`src/rtl/pll_seq_pkg.sv`:
```
package pll_seq_pkg;
  localparam int CW      = 32;
  localparam int REF_W   = 4;
  localparam int FB_W    = 6;
  localparam int OD_W    = 4;
  localparam int BW_W    = 6;
  localparam int FACT_W  = REF_W + FB_W + OD_W + BW_W;
  localparam int BIT_RST = 20;
  localparam int BIT_PWR = 21;
  localparam int BIT_BYP = 23;
  localparam int BIT_EN  = 25;
  localparam int SRC_LSB = 26;
  localparam int SRC_W   = 2;

  // packed order gives bw at [19:14], od at [13:10], fb at [9:4], rd at [3:0]
  typedef struct packed {
    logic [BW_W-1:0]  bw;
    logic [OD_W-1:0]  od;
    logic [FB_W-1:0]  fb;
    logic [REF_W-1:0] rd;
  } factors_t;

  typedef enum logic [3:0] {
    S_IDLE, S_PARK, S_PROG, S_RLO, S_RHI, S_RREL,
    S_WAIT, S_RUN, S_RESEL, S_BYP, S_OFF, S_DONE
  } seq_state_t;

  typedef enum logic [2:0] {
    OP_NONE, OP_PROG, OP_RST_CLR, OP_RST_SET, OP_RUN, OP_BYP, OP_OFF
  } reg_op_t;
endpackage

```
`src/rtl/pll_seq_ctrlreg.sv`:
```
module pll_seq_ctrlreg
  import pll_seq_pkg::*;
#(
  parameter bit DRIVES_SYS  = 1'b1,
  parameter bit HAS_SRC_SEL = 1'b1
) (
  input  logic             clk,
  input  logic             rst_n,
  input  reg_op_t          op,
  input  factors_t         factors,
  input  logic [SRC_W-1:0] src_sel,
  input  logic             park,
  input  logic             resel,
  output logic [CW-1:0]    word,
  output logic             sys_sel,
  output logic             already_on
);
  logic [SRC_W-1:0] src_bits;

  generate
    if (HAS_SRC_SEL) begin : g_src
      assign src_bits = src_sel;
    end else begin : g_nosrc
      assign src_bits = '0;
    end
  endgenerate

  // one write per cycle; each op touches only its own bits
  always_ff @(posedge clk) begin
    if (!rst_n) begin
      word <= '0;
    end else begin
      case (op)
        OP_PROG: begin
          word[FACT_W-1:0]         <= factors;
          word[BIT_PWR]            <= 1'b1;
          word[SRC_LSB +: SRC_W]   <= src_bits;
        end
        OP_RST_CLR: word[BIT_RST] <= 1'b0;
        OP_RST_SET: word[BIT_RST] <= 1'b1;
        OP_RUN: begin
          word[BIT_BYP] <= 1'b0;
          word[BIT_EN]  <= 1'b1;
        end
        OP_BYP: word[BIT_BYP] <= 1'b1;
        OP_OFF: begin
          word[BIT_PWR] <= 1'b0;
          word[BIT_EN]  <= 1'b0;
        end
        default: ;
      endcase
    end
  end

  assign already_on = !word[BIT_RST] && word[BIT_PWR] && word[BIT_EN];

  generate
    if (DRIVES_SYS) begin : g_sys
      logic sel_q;
      always_ff @(posedge clk) begin
        if (!rst_n)     sel_q <= 1'b0;
        else if (park)  sel_q <= 1'b0;
        else if (resel) sel_q <= 1'b1;
      end
      assign sys_sel = sel_q;
    end else begin : g_nosys
      assign sys_sel = 1'b1;
    end
  endgenerate
endmodule

```
`src/rtl/pll_seq_lockmon.sv`:
```
module pll_seq_lockmon #(
  parameter int LOCK_W   = 2,
  parameter int LOCK_TMO = 4096
) (
  input  logic              clk,
  input  logic              rst_n,
  input  logic              waiting,
  input  logic [LOCK_W-1:0] lock_in,
  output logic              lock_ok,
  output logic              slip_clr,
  output logic              tmo
);
  localparam int CNT_W = $clog2(LOCK_TMO + 1);
  logic [CNT_W-1:0] cnt;

  assign lock_ok  = &lock_in;
  assign slip_clr = waiting && !lock_ok;
  assign tmo      = slip_clr && (cnt == CNT_W'(LOCK_TMO - 1));

  always_ff @(posedge clk) begin
    if (!rst_n || !waiting) cnt <= '0;
    else if (!lock_ok)      cnt <= cnt + 1'b1;
  end
endmodule

```
`src/rtl/pll_seq_fsm.sv`:
```
module pll_seq_fsm
  import pll_seq_pkg::*;
#(
  parameter int RST_HOLD = 2
) (
  input  logic    clk,
  input  logic    rst_n,
  input  logic    en_req,
  input  logic    dis_req,
  input  logic    already_on,
  input  logic    lock_ok,
  input  logic    tmo,
  output reg_op_t op,
  output logic    park,
  output logic    resel,
  output logic    waiting,
  output logic    busy,
  output logic    done,
  output logic    err
);
  localparam int HOLD_W = $clog2(RST_HOLD + 1);
  seq_state_t st, nxt;
  logic [HOLD_W-1:0] hcnt;
  logic accept;

  assign accept = (st == S_IDLE) && (en_req || dis_req);

  always_comb begin
    nxt   = st;
    op    = OP_NONE;
    park  = 1'b0;
    resel = 1'b0;
    case (st)
      S_IDLE: begin
        if (en_req)       nxt = already_on ? S_DONE : S_PARK;
        else if (dis_req) nxt = S_BYP;
      end
      S_PARK:  begin park = 1'b1;      nxt = S_PROG;  end
      S_PROG:  begin op = OP_PROG;     nxt = S_RLO;   end
      S_RLO:   begin op = OP_RST_CLR;  nxt = S_RHI;   end
      S_RHI: begin
        op = OP_RST_SET;
        if (hcnt == HOLD_W'(RST_HOLD - 1)) nxt = S_RREL;
      end
      S_RREL:  begin op = OP_RST_CLR;  nxt = S_WAIT;  end
      S_WAIT: begin
        if (lock_ok)  nxt = S_RUN;
        else if (tmo) nxt = S_IDLE;
      end
      S_RUN:   begin op = OP_RUN;      nxt = S_RESEL; end
      S_RESEL: begin resel = 1'b1;     nxt = S_DONE;  end
      S_BYP:   begin op = OP_BYP;      nxt = S_OFF;   end
      S_OFF:   begin op = OP_OFF;      nxt = S_DONE;  end
      S_DONE:  nxt = S_IDLE;
      default: nxt = S_IDLE;
    endcase
  end

  always_ff @(posedge clk) begin
    if (!rst_n) begin
      st   <= S_IDLE;
      hcnt <= '0;
      err  <= 1'b0;
    end else begin
      st   <= nxt;
      hcnt <= (st == S_RHI) ? hcnt + 1'b1 : '0;
      if (accept)                        err <= 1'b0;
      else if (st == S_WAIT && tmo)      err <= 1'b1;
    end
  end

  assign waiting = (st == S_WAIT);
  assign busy    = (st != S_IDLE);
  assign done    = (st == S_DONE);
endmodule

```
`src/rtl/pll_seq_rate.sv`:
```
module pll_seq_rate
  import pll_seq_pkg::*;
#(
  parameter int RATE_W = 32
) (
  input  logic [RATE_W-1:0] ref_rate,
  input  factors_t          factors,
  input  logic              pwr,
  input  logic              byp,
  output logic [RATE_W-1:0] out_rate
);
  localparam int MW = FB_W + 1;
  localparam int PW = RATE_W + MW;
  localparam int DW = REF_W + OD_W + 2;

  logic [MW-1:0]     fbp1;
  logic [REF_W:0]    rdp1;
  logic [OD_W:0]     odp1;
  logic [DW-1:0]     denom;
  logic [PW-1:0]     prod, quot;

  assign fbp1  = MW'(factors.fb) + MW'(1);
  assign rdp1  = (REF_W+1)'(factors.rd) + (REF_W+1)'(1);
  assign odp1  = (OD_W+1)'(factors.od) + (OD_W+1)'(1);
  assign denom = DW'(rdp1) * DW'(odp1);
  assign prod  = PW'(ref_rate) * PW'(fbp1);
  assign quot  = prod / PW'(denom);

  always_comb begin
    if (byp)       out_rate = ref_rate;
    else if (!pwr) out_rate = '0;
    else           out_rate = quot[RATE_W-1:0];
  end
endmodule

```
`src/rtl/pll_seq_top.sv`:
```
module pll_seq_top
  import pll_seq_pkg::*;
#(
  parameter int LOCK_W      = 2,
  parameter int LOCK_TMO    = 4096,
  parameter int RST_HOLD    = 2,
  parameter int RATE_W      = 32,
  parameter bit DRIVES_SYS  = 1'b1,
  parameter bit HAS_SRC_SEL = 1'b1
) (
  input  logic              clk,
  input  logic              rst_n,
  input  logic              en_req,
  input  logic              dis_req,
  input  logic [3:0]        ref_div,
  input  logic [5:0]        fb_div,
  input  logic [3:0]        out_div,
  input  logic [5:0]        bw_adj,
  input  logic [1:0]        src_sel,
  input  logic [LOCK_W-1:0] lock_in,
  input  logic [RATE_W-1:0] ref_rate,
  output logic [31:0]       ctrl_word,
  output logic              slip_clr,
  output logic              sys_sel,
  output logic [RATE_W-1:0] out_rate,
  output logic              busy,
  output logic              done,
  output logic              err_timeout
);
  reg_op_t  op;
  factors_t fin, fcur;
  logic park, resel, waiting, already_on, lock_ok, tmo;

  assign fin  = '{bw: bw_adj, od: out_div, fb: fb_div, rd: ref_div};
  assign fcur = factors_t'(ctrl_word[FACT_W-1:0]);

  pll_seq_fsm #(.RST_HOLD(RST_HOLD)) u_fsm (
    .clk(clk), .rst_n(rst_n), .en_req(en_req), .dis_req(dis_req),
    .already_on(already_on), .lock_ok(lock_ok), .tmo(tmo), .op(op),
    .park(park), .resel(resel), .waiting(waiting), .busy(busy),
    .done(done), .err(err_timeout)
  );

  pll_seq_ctrlreg #(.DRIVES_SYS(DRIVES_SYS), .HAS_SRC_SEL(HAS_SRC_SEL)) u_reg (
    .clk(clk), .rst_n(rst_n), .op(op), .factors(fin), .src_sel(src_sel),
    .park(park), .resel(resel), .word(ctrl_word), .sys_sel(sys_sel),
    .already_on(already_on)
  );

  pll_seq_lockmon #(.LOCK_W(LOCK_W), .LOCK_TMO(LOCK_TMO)) u_lock (
    .clk(clk), .rst_n(rst_n), .waiting(waiting), .lock_in(lock_in),
    .lock_ok(lock_ok), .slip_clr(slip_clr), .tmo(tmo)
  );

  pll_seq_rate #(.RATE_W(RATE_W)) u_rate (
    .ref_rate(ref_rate), .factors(fcur), .pwr(ctrl_word[BIT_PWR]),
    .byp(ctrl_word[BIT_BYP]), .out_rate(out_rate)
  );
endmodule

```
`config.mk`:
```
export PLATFORM = sky130hd
export DESIGN_NAME = pll_seq_top
export DESIGN_NICKNAME = d
export VERILOG_FILES = /design/src/rtl/pll_seq_pkg.sv /design/src/rtl/pll_seq_ctrlreg.sv /design/src/rtl/pll_seq_lockmon.sv /design/src/rtl/pll_seq_fsm.sv /design/src/rtl/pll_seq_rate.sv /design/src/rtl/pll_seq_top.sv
export SDC_FILE = /design/constraint.sdc
export NUM_CORES = 1
export LEC_CHECK = 0
export BUFFER_PORTS_ARGS = -buffer_cell sky130_fd_sc_hd__clkbuf_2
export CORE_MARGIN = 5
export CORE_UTILIZATION = 49
export DETAILED_ROUTE_END_ITERATION = 7
export GPL_TIMING_DRIVEN = 0
export HOLD_SLACK_MARGIN = 0.1
export MAX_ROUTING_LAYER = met4
export PLACE_DENSITY_LB_ADDON = 0.3
export SETUP_SLACK_MARGIN = 0.2
export SKIP_CTS_REPAIR_TIMING = 1
export SLEW_MARGIN = 10
export SYNTH_ARGS = -nofsm -noshare
export SYNTH_HDL_FRONTEND = slang
export SYNTH_SLANG_ARGS = --single-unit
```
`constraint.sdc`:
```
create_clock -name clk -period 182.1 [get_ports clk]
set_clock_uncertainty 0.05 [all_clocks]
set_input_delay 18.21 -clock clk [delete_from_list [all_inputs] [get_ports clk]]
set_output_delay 18.21 -clock clk [all_outputs]
set_load 0.02 [all_outputs]
```
# Word-level counts from Yosys, hierarchy flattened

Index checks and enable logic that the tools add are counted.

Bits in registers: 47
Bits in latches: 0
Bits in writable memories: 0
ROM bits: 0
Output and inout port bits: 69
Memories: 0

$add $sub $neg: 5
Multiply operators: 2
Div/mod/pow operators: 1
$lt $le $gt $ge: 0
Equality and inequality tests: 22
Shift operators: 0
Muxes and demuxes: 16
Bitwise operators: 1
Reduce and logical (&&, ||, !) cells: 25

Operators by type and width:

| kind                                                                    | number |
|---|---|
| 32-bit two-way mux                                                      | 2 |
| 4-bit one-hot mux with 10 select lines                                  | 1 |
| 39-bit by 10-bit divider with 39-bit output                             | 1 |
| 32-bit by 7-bit multiplier with 39-bit output                           | 1 |
| 4-bit two-way mux                                                       | 6 |
| 3-bit one-hot mux with 6 select lines                                   | 1 |
| 4-bit by 3-bit equality test with 1-bit output, second input constant   | 4 |
| 4-bit equality test, second input constant                              | 4 |
| 13-bit by 1-bit adder with 13-bit output, second input constant         | 1 |
| 13-bit by 12-bit equality test with 1-bit output, second input constant | 1 |
| 4-bit by 1-bit adder with 5-bit output, second input constant           | 2 |
| 5-bit by 5-bit multiplier with 10-bit output                            | 1 |
| 3-bit equality test, second input constant                              | 3 |
| 4-bit by 2-bit equality test with 1-bit output, second input constant   | 2 |
| 1-bit one-hot mux with 2 select lines                                   | 4 |
| 2-bit nonzero test                                                      | 4 |
| 2-bit OR reduction                                                      | 4 |
| 6-bit by 1-bit adder with 7-bit output, second input constant           | 1 |
| 3-bit by 2-bit equality test with 1-bit output, second input constant   | 2 |
| 1-bit logical AND                                                       | 6 |
| 3-bit != test, second input constant                                    | 2 |
| 4-bit by 1-bit equality test with 1-bit output, second input constant   | 1 |
| 1-bit logical NOT                                                       | 4 |
| 4-bit logical NOT                                                       | 1 |
| 10 further kinds                                                        | 13 |

# Depth between registers and ports, before layout

Depth in word-level cells: 7
Gate-level depth with buffers: 633
Gate-level depth less buffers: 584

# Hierarchy

From an unflattened synthesis, not the netlist that was laid out.

Cell total of the unflattened synthesis: 5943
Area, all modules: 42463.2 um^2

Modules (own cells, without submodules):

| module          | times used | cells each | area an instance (um^2) |
|---|---|---|---|
| pll_seq_rate    | 1          | 5679       | 40271.1 |
| pll_seq_ctrlreg | 1          | 128        | 1077.3 |
| pll_seq_lockmon | 1          | 69         | 609.3 |
| pll_seq_fsm     | 1          | 67         | 505.5 |

# Least setup slack after synthesis

OpenSTA, ideal clock, no wires.

Path kind: input to output
Start point: input ref_rate[23]
End point: output out_rate[0]
Data arrival time: 135.153 ns
Required time: 163.840 ns
Slack: 28.687 ns
Stages: 592
Path buffers: 56
Path through: and2_1 fa_1 inv_1 fa_1 inv_1 fa_1 inv_1 fa_1 inv_1 ha_1 clkbuf_1 a21oi_1 o21ai_0 nor3b_1 a21boi_0 nor4_1 ha_1 a31oi_1 (+556 left out) a21oi_1 nand2_1 or3_1 or3_1 buf_2 or2_1 buf_4 nor2_4 buf_6 mux2_1 ha_1 a211oi_1 and4_1 nand4_1 nor4bb_1 o2111ai_1 a2111oi_1 a31oi_1

Longest elaborated chain between the ends: 4

Ends and longest elaborated chain:

| what                                          | RTL line           | text |
|---|---|---|
| from (decl)                                   | pll_seq_top.sv:21  | `input logic [RATE_W-1:0] ref_rate,` |
| 32-bit by 7-bit multiplier with 39-bit output | pll_seq_rate.sv:26 | `assign prod = PW'(ref_rate) * PW'(fbp1);` |
| 39-bit by 10-bit divider with 39-bit output   | pll_seq_rate.sv:27 | `assign quot = prod / PW'(denom);` |
| 32-bit two-way mux                            | pll_seq_rate.sv:31 | `else if (!pwr) out_rate = '0;` |
| 32-bit two-way mux                            | pll_seq_rate.sv:30 | `if (byp) out_rate = ref_rate;` |
| to (decl)                                     | pll_seq_top.sv:25  | `output logic [RATE_W-1:0] out_rate,` |

Every way passes these cells.

# Worst setup path after layout

Start point: input ref_rate[17]
End point: output out_rate[0]

Same word-level chain as after synthesis.

==> tab_implementation.tex <==
\begin{tabular}{lr}
\hline
Metric & Value \\
\hline
\multicolumn{2}{l}{\textbf{Run status}} \\
\quad Outcome & complete, no violations \\
\multicolumn{2}{l}{\textbf{Drt}} \\
\quad DRC errors left & 0 \\
\quad Iteration count of the initial detailed-routing pass & 5 \\
\quad Routed wire length & around 120000 µm \\
\quad Total vias in the final route & $\sim$42000 \\
\quad Number of vias per cell after detailed routing & around 6.3 \\
\quad DR iter-0 viols & 3368 \\
\quad Final ANT Viol Nets & 0 \\
\quad Detailed-route wire length per cell & between 15 and 20 µm \\
\multicolumn{2}{l}{\textbf{Clock network}} \\
\quad H-tree lvl count & 2 \\
\quad Clock sink count & 47 \\
\quad Maximum clock path buffer count & 2 \\
\quad Clock root buffer & clkbuf\_16 \\
\quad Clock tree from TritonCTS & yes \\
\quad Clock transition at the registers of the reported paths & 60 ps \\
\quad Clock latency at the later pin of the worst-skew pair & between 200 and 300 ps \\
\quad Clock buffers created by TritonCTS & 5 \\
\multicolumn{2}{l}{\textbf{STA}} \\
\quad Transition time of the tightest slew-check pin & roughly 1100 ps \\
\quad Unrepaired setup endpoints after global routing & false \\
\quad Setup\_tns & 0 ps \\
\quad Tmin final & between 150000 and 200000 ps \\
\quad Count of final setup violators & 0 \\
\quad Share of the clock period used by the worst path after layout & 94.2\% \\
\quad Worst slew margin & between 20\% and 30\% \\
\quad Highest attainable clock frequency & 0.00583 GHz \\
\quad Fin. Hold Viols & 0 \\
\quad Final critical-path setup slack & about 11000 ps \\
\quad Pins over their slew limit & 0 \\
\multicolumn{2}{l}{\textbf{Placement}} \\
\quad Post-Place Worst Slack & $\sim$8000 ps \\
\quad Final weighted congestion in routability-driven placement & approximately 1 \\
\quad I/O Buffers & 120 \\
\quad Post-detail-place hpwl & approximately 100000 µm \\
\quad Post-Place Cell Area & slightly above 40000 µm² \\
\multicolumn{2}{l}{\textbf{Critical path}} \\
\quad Launching element type of the critical path & input pin \\
\quad Max stage delay cell, worst path & nor4\_2 \\
\quad Slack of the worst reg-to-reg path & around 180000 ps \\
\quad Most common cell type on the critical path & o21a\_1 \\
\quad Critical Path End Type & output pin \\
\quad WS Path Type & in2out \\
\quad Peak per-stage delay on the critical path & around 780 ps \\
\quad Arrival @ worst endpoint & about 150000 ps \\
\quad Crit path required time & between 150000 and 200000 ps \\
\quad Worst-path fanout max & 10 \\
\multicolumn{2}{l}{\textbf{Logic synthesis}} \\
\quad Netlist area before placement & between 30000 and 40000 µm² \\
\quad Dominant cell by count in the synthesized netlist & nand2\_1 \\
\quad Area fraction in and, or, nand and nor cells after synthesis & between 30\% and 40\% \\
\quad Count of flip-flops with a built-in enable after synthesis & 0 \\
\quad Top area cells in the synthesized netlist & ha\_1 (14\%), fa\_1 (8.2\%), nand2\_1 (5.7\%), o21a\_1 (4.9\%), nor2\_1 (4.7\%) \\
\quad Yosys warns & 0 \\
\quad Yosys cell types & roughly 150 \\
\quad Top cell types by occurrence after synthesis & nand2\_1 (586), nor2\_1 (482), ha\_1 (426), nor3\_1 (338), a21oi\_1 (317) \\
\quad Post-synth ARST share & 0\% \\
\quad Combinational family with the most area after synthesis & simple AND/OR/NAND/NOR gates \\
\quad Yosys reg bits & 47 \\
\quad Share of Yosys cell area claimed by the top area cell type & a little over an eighth \\
\quad Mux cell area share after synthesis & around 3.4\% \\
\quad Mean cell area of the mapped netlist & around 7 µm² \\
\quad Synth area leader & ha\_1 \\
\quad Main flop type after synthesis & dfxtp\_1 \\
\quad Post-Synth Adder-Cell Area & between 20\% and 30\% \\
\quad Compound-Gate Fraction of Synth Area & between 20 and 30\% \\
\quad Cell count after synthesis & 5465 \\
\quad Sequential share of the synthesized area & around 2.4\% \\
\quad Post-synthesis xor/xnor area fraction & between 6 and 7\% \\
\multicolumn{2}{l}{\textbf{GRT}} \\
\quad First-pass GRT wire length & 195000 µm \\
\quad Antenna violations before repair & 7 \\
\quad Via count of the first global-routing pass & between 30000 and 40000 \\
\quad Total congestion overflow after global routing & 0 \\
\quad Pin count of the biggest net entering global routing & 40 \\
\quad Aggregate global-route resource usage & 27.1\% \\
\multicolumn{2}{l}{\textbf{Cells and area}} \\
\quad Syn-to-layout area delta & 6.68\% \\
\quad Fillers & 7841 \\
\quad Finished Cell Area & slightly above 40000 µm² \\
\quad Final-stage net count & roughly 6300 \\
\quad Fraction of final layout cells with drive strength greater than 1 & approximately a tenth \\
\quad Post-layout utilization of the core & approximately 53\% \\
\multicolumn{2}{l}{\textbf{Floorplanning}} \\
\quad Initial standard-cell utilization of the core & between 40\% and 50\% \\
\quad Die Span X & around 290 µm \\
\quad Number of I/O pins & around 130 \\
\quad CORE AREA & roughly 80000 µm² \\
\quad Floorplan row count & $\sim$100 \\
\quad Die area & approximately 85000 µm² \\
\quad Vert. Die Dim & 291 µm \\
\multicolumn{2}{l}{\textbf{Hold path}} \\
\quad Type of the tightest min-delay check & reg2reg \\
\multicolumn{2}{l}{\textbf{Job}} \\
\quad Number of violations of the max-capacitance limit & 0 \\
\hline
\end{tabular}
[registers in the layout (all words and copies together) (netlist names)]
name,cells
u_lock.cnt,13
u_reg.word,26
u_fsm.hcnt,2
u_reg.sys_sel,1
u_fsm.st,4
u_fsm.err,1
[layer usage]
metal  up-vias  wire length (µm)  global-route usage, %
met3       177              6630                   1.70
met1     20000             54700                   36.4
met4         0              2600                   5.54
met5         -                 0                      -
li1      20700                 -                      -
met2      1209             55500                   45.6
[cell type report]
class / count / area [µm²] / share of cell area (%)
diodes: 9 / 22.5 / 0.0544
plain buffers: 162 / 827 / 2.00
clock buffers: 5 / 125 / 0.302
clock inverters: 2 / 37.5 / 0.0907
inverters: 204 / 766 / 1.85
multi-input cells: 5057 / 36500 / 88.1
flip-flops and latches: 47 / 941 / 2.27
well taps: 1050 / 1310 / 3.17
repair buffers: 138 / 893 / 2.16
[worst paths after layout]
path	to	from	cells past startpoint
worst max register to register	u_fsm.st[3]$_SDFFE_PN0P_	u_lock.cnt[4]$_SDFFE_PP0N_	11
worst max-delay path	out_rate[0]	ref_rate[17]	596
worst min register to register	u_fsm.hcnt[0]$_SDFF_PN0_	u_fsm.hcnt[0]$_SDFF_PN0_	1
worst min-delay path	u_fsm.hcnt[0]$_SDFF_PN0_	u_fsm.hcnt[0]$_SDFF_PN0_	1
[critical path: cells and delay by family]
kind | cells | cell delay [ps]
buffers and inverters | 74 | 16600
AND/OR/NAND/NOR | 159 | 36460
AO/OA/AOI/OAI | 307 | 63780
multiplexers | 12 | 3620
adder cells (fa/ha/maj) | 44 | 14250
[metrics by stage]
step | hold WS (ps) | cells
3_3_place_gp | 359 | 6640
3_5_place_dp | 364 | 6649
2_1_floorplan | 349 | 5470
4_1_cts | 378 | 6656
6_report | 378 | 6674
5_1_grt | 428 | 6669
[cells in the final DEF (no fill, tap or decap), drive strengths merged, types with 53 or more instances in the layout]
cell,n
nand2,590
nor2,488
ha,426
nor3,342
a21oi,320
o21ai,276
o21a,253
and2,227
clkbuf,211
inv,203
xnor2,168
fa,158
nand3,145
o31ai,120
or2,103
xor2,100
buf,94
nand4,91
nand2b,82
nor4,82
mux2,82
a21o,79
or3,73
nor2b,60
o211ai,59
and3,53
a31oi,53
[logic make-up after synthesis]
family          count (synthesis)
compound gates               1608
xor+xnor                      268
fa+ha+maj                     585
buf+inv                       366
flops                          47
mux                           120
other cells                     1
simple gates                 2470
Power is left out: the tool's default activity adds up to more than one toggle a clock period on the data nets, which glitch-free logic cannot reach.
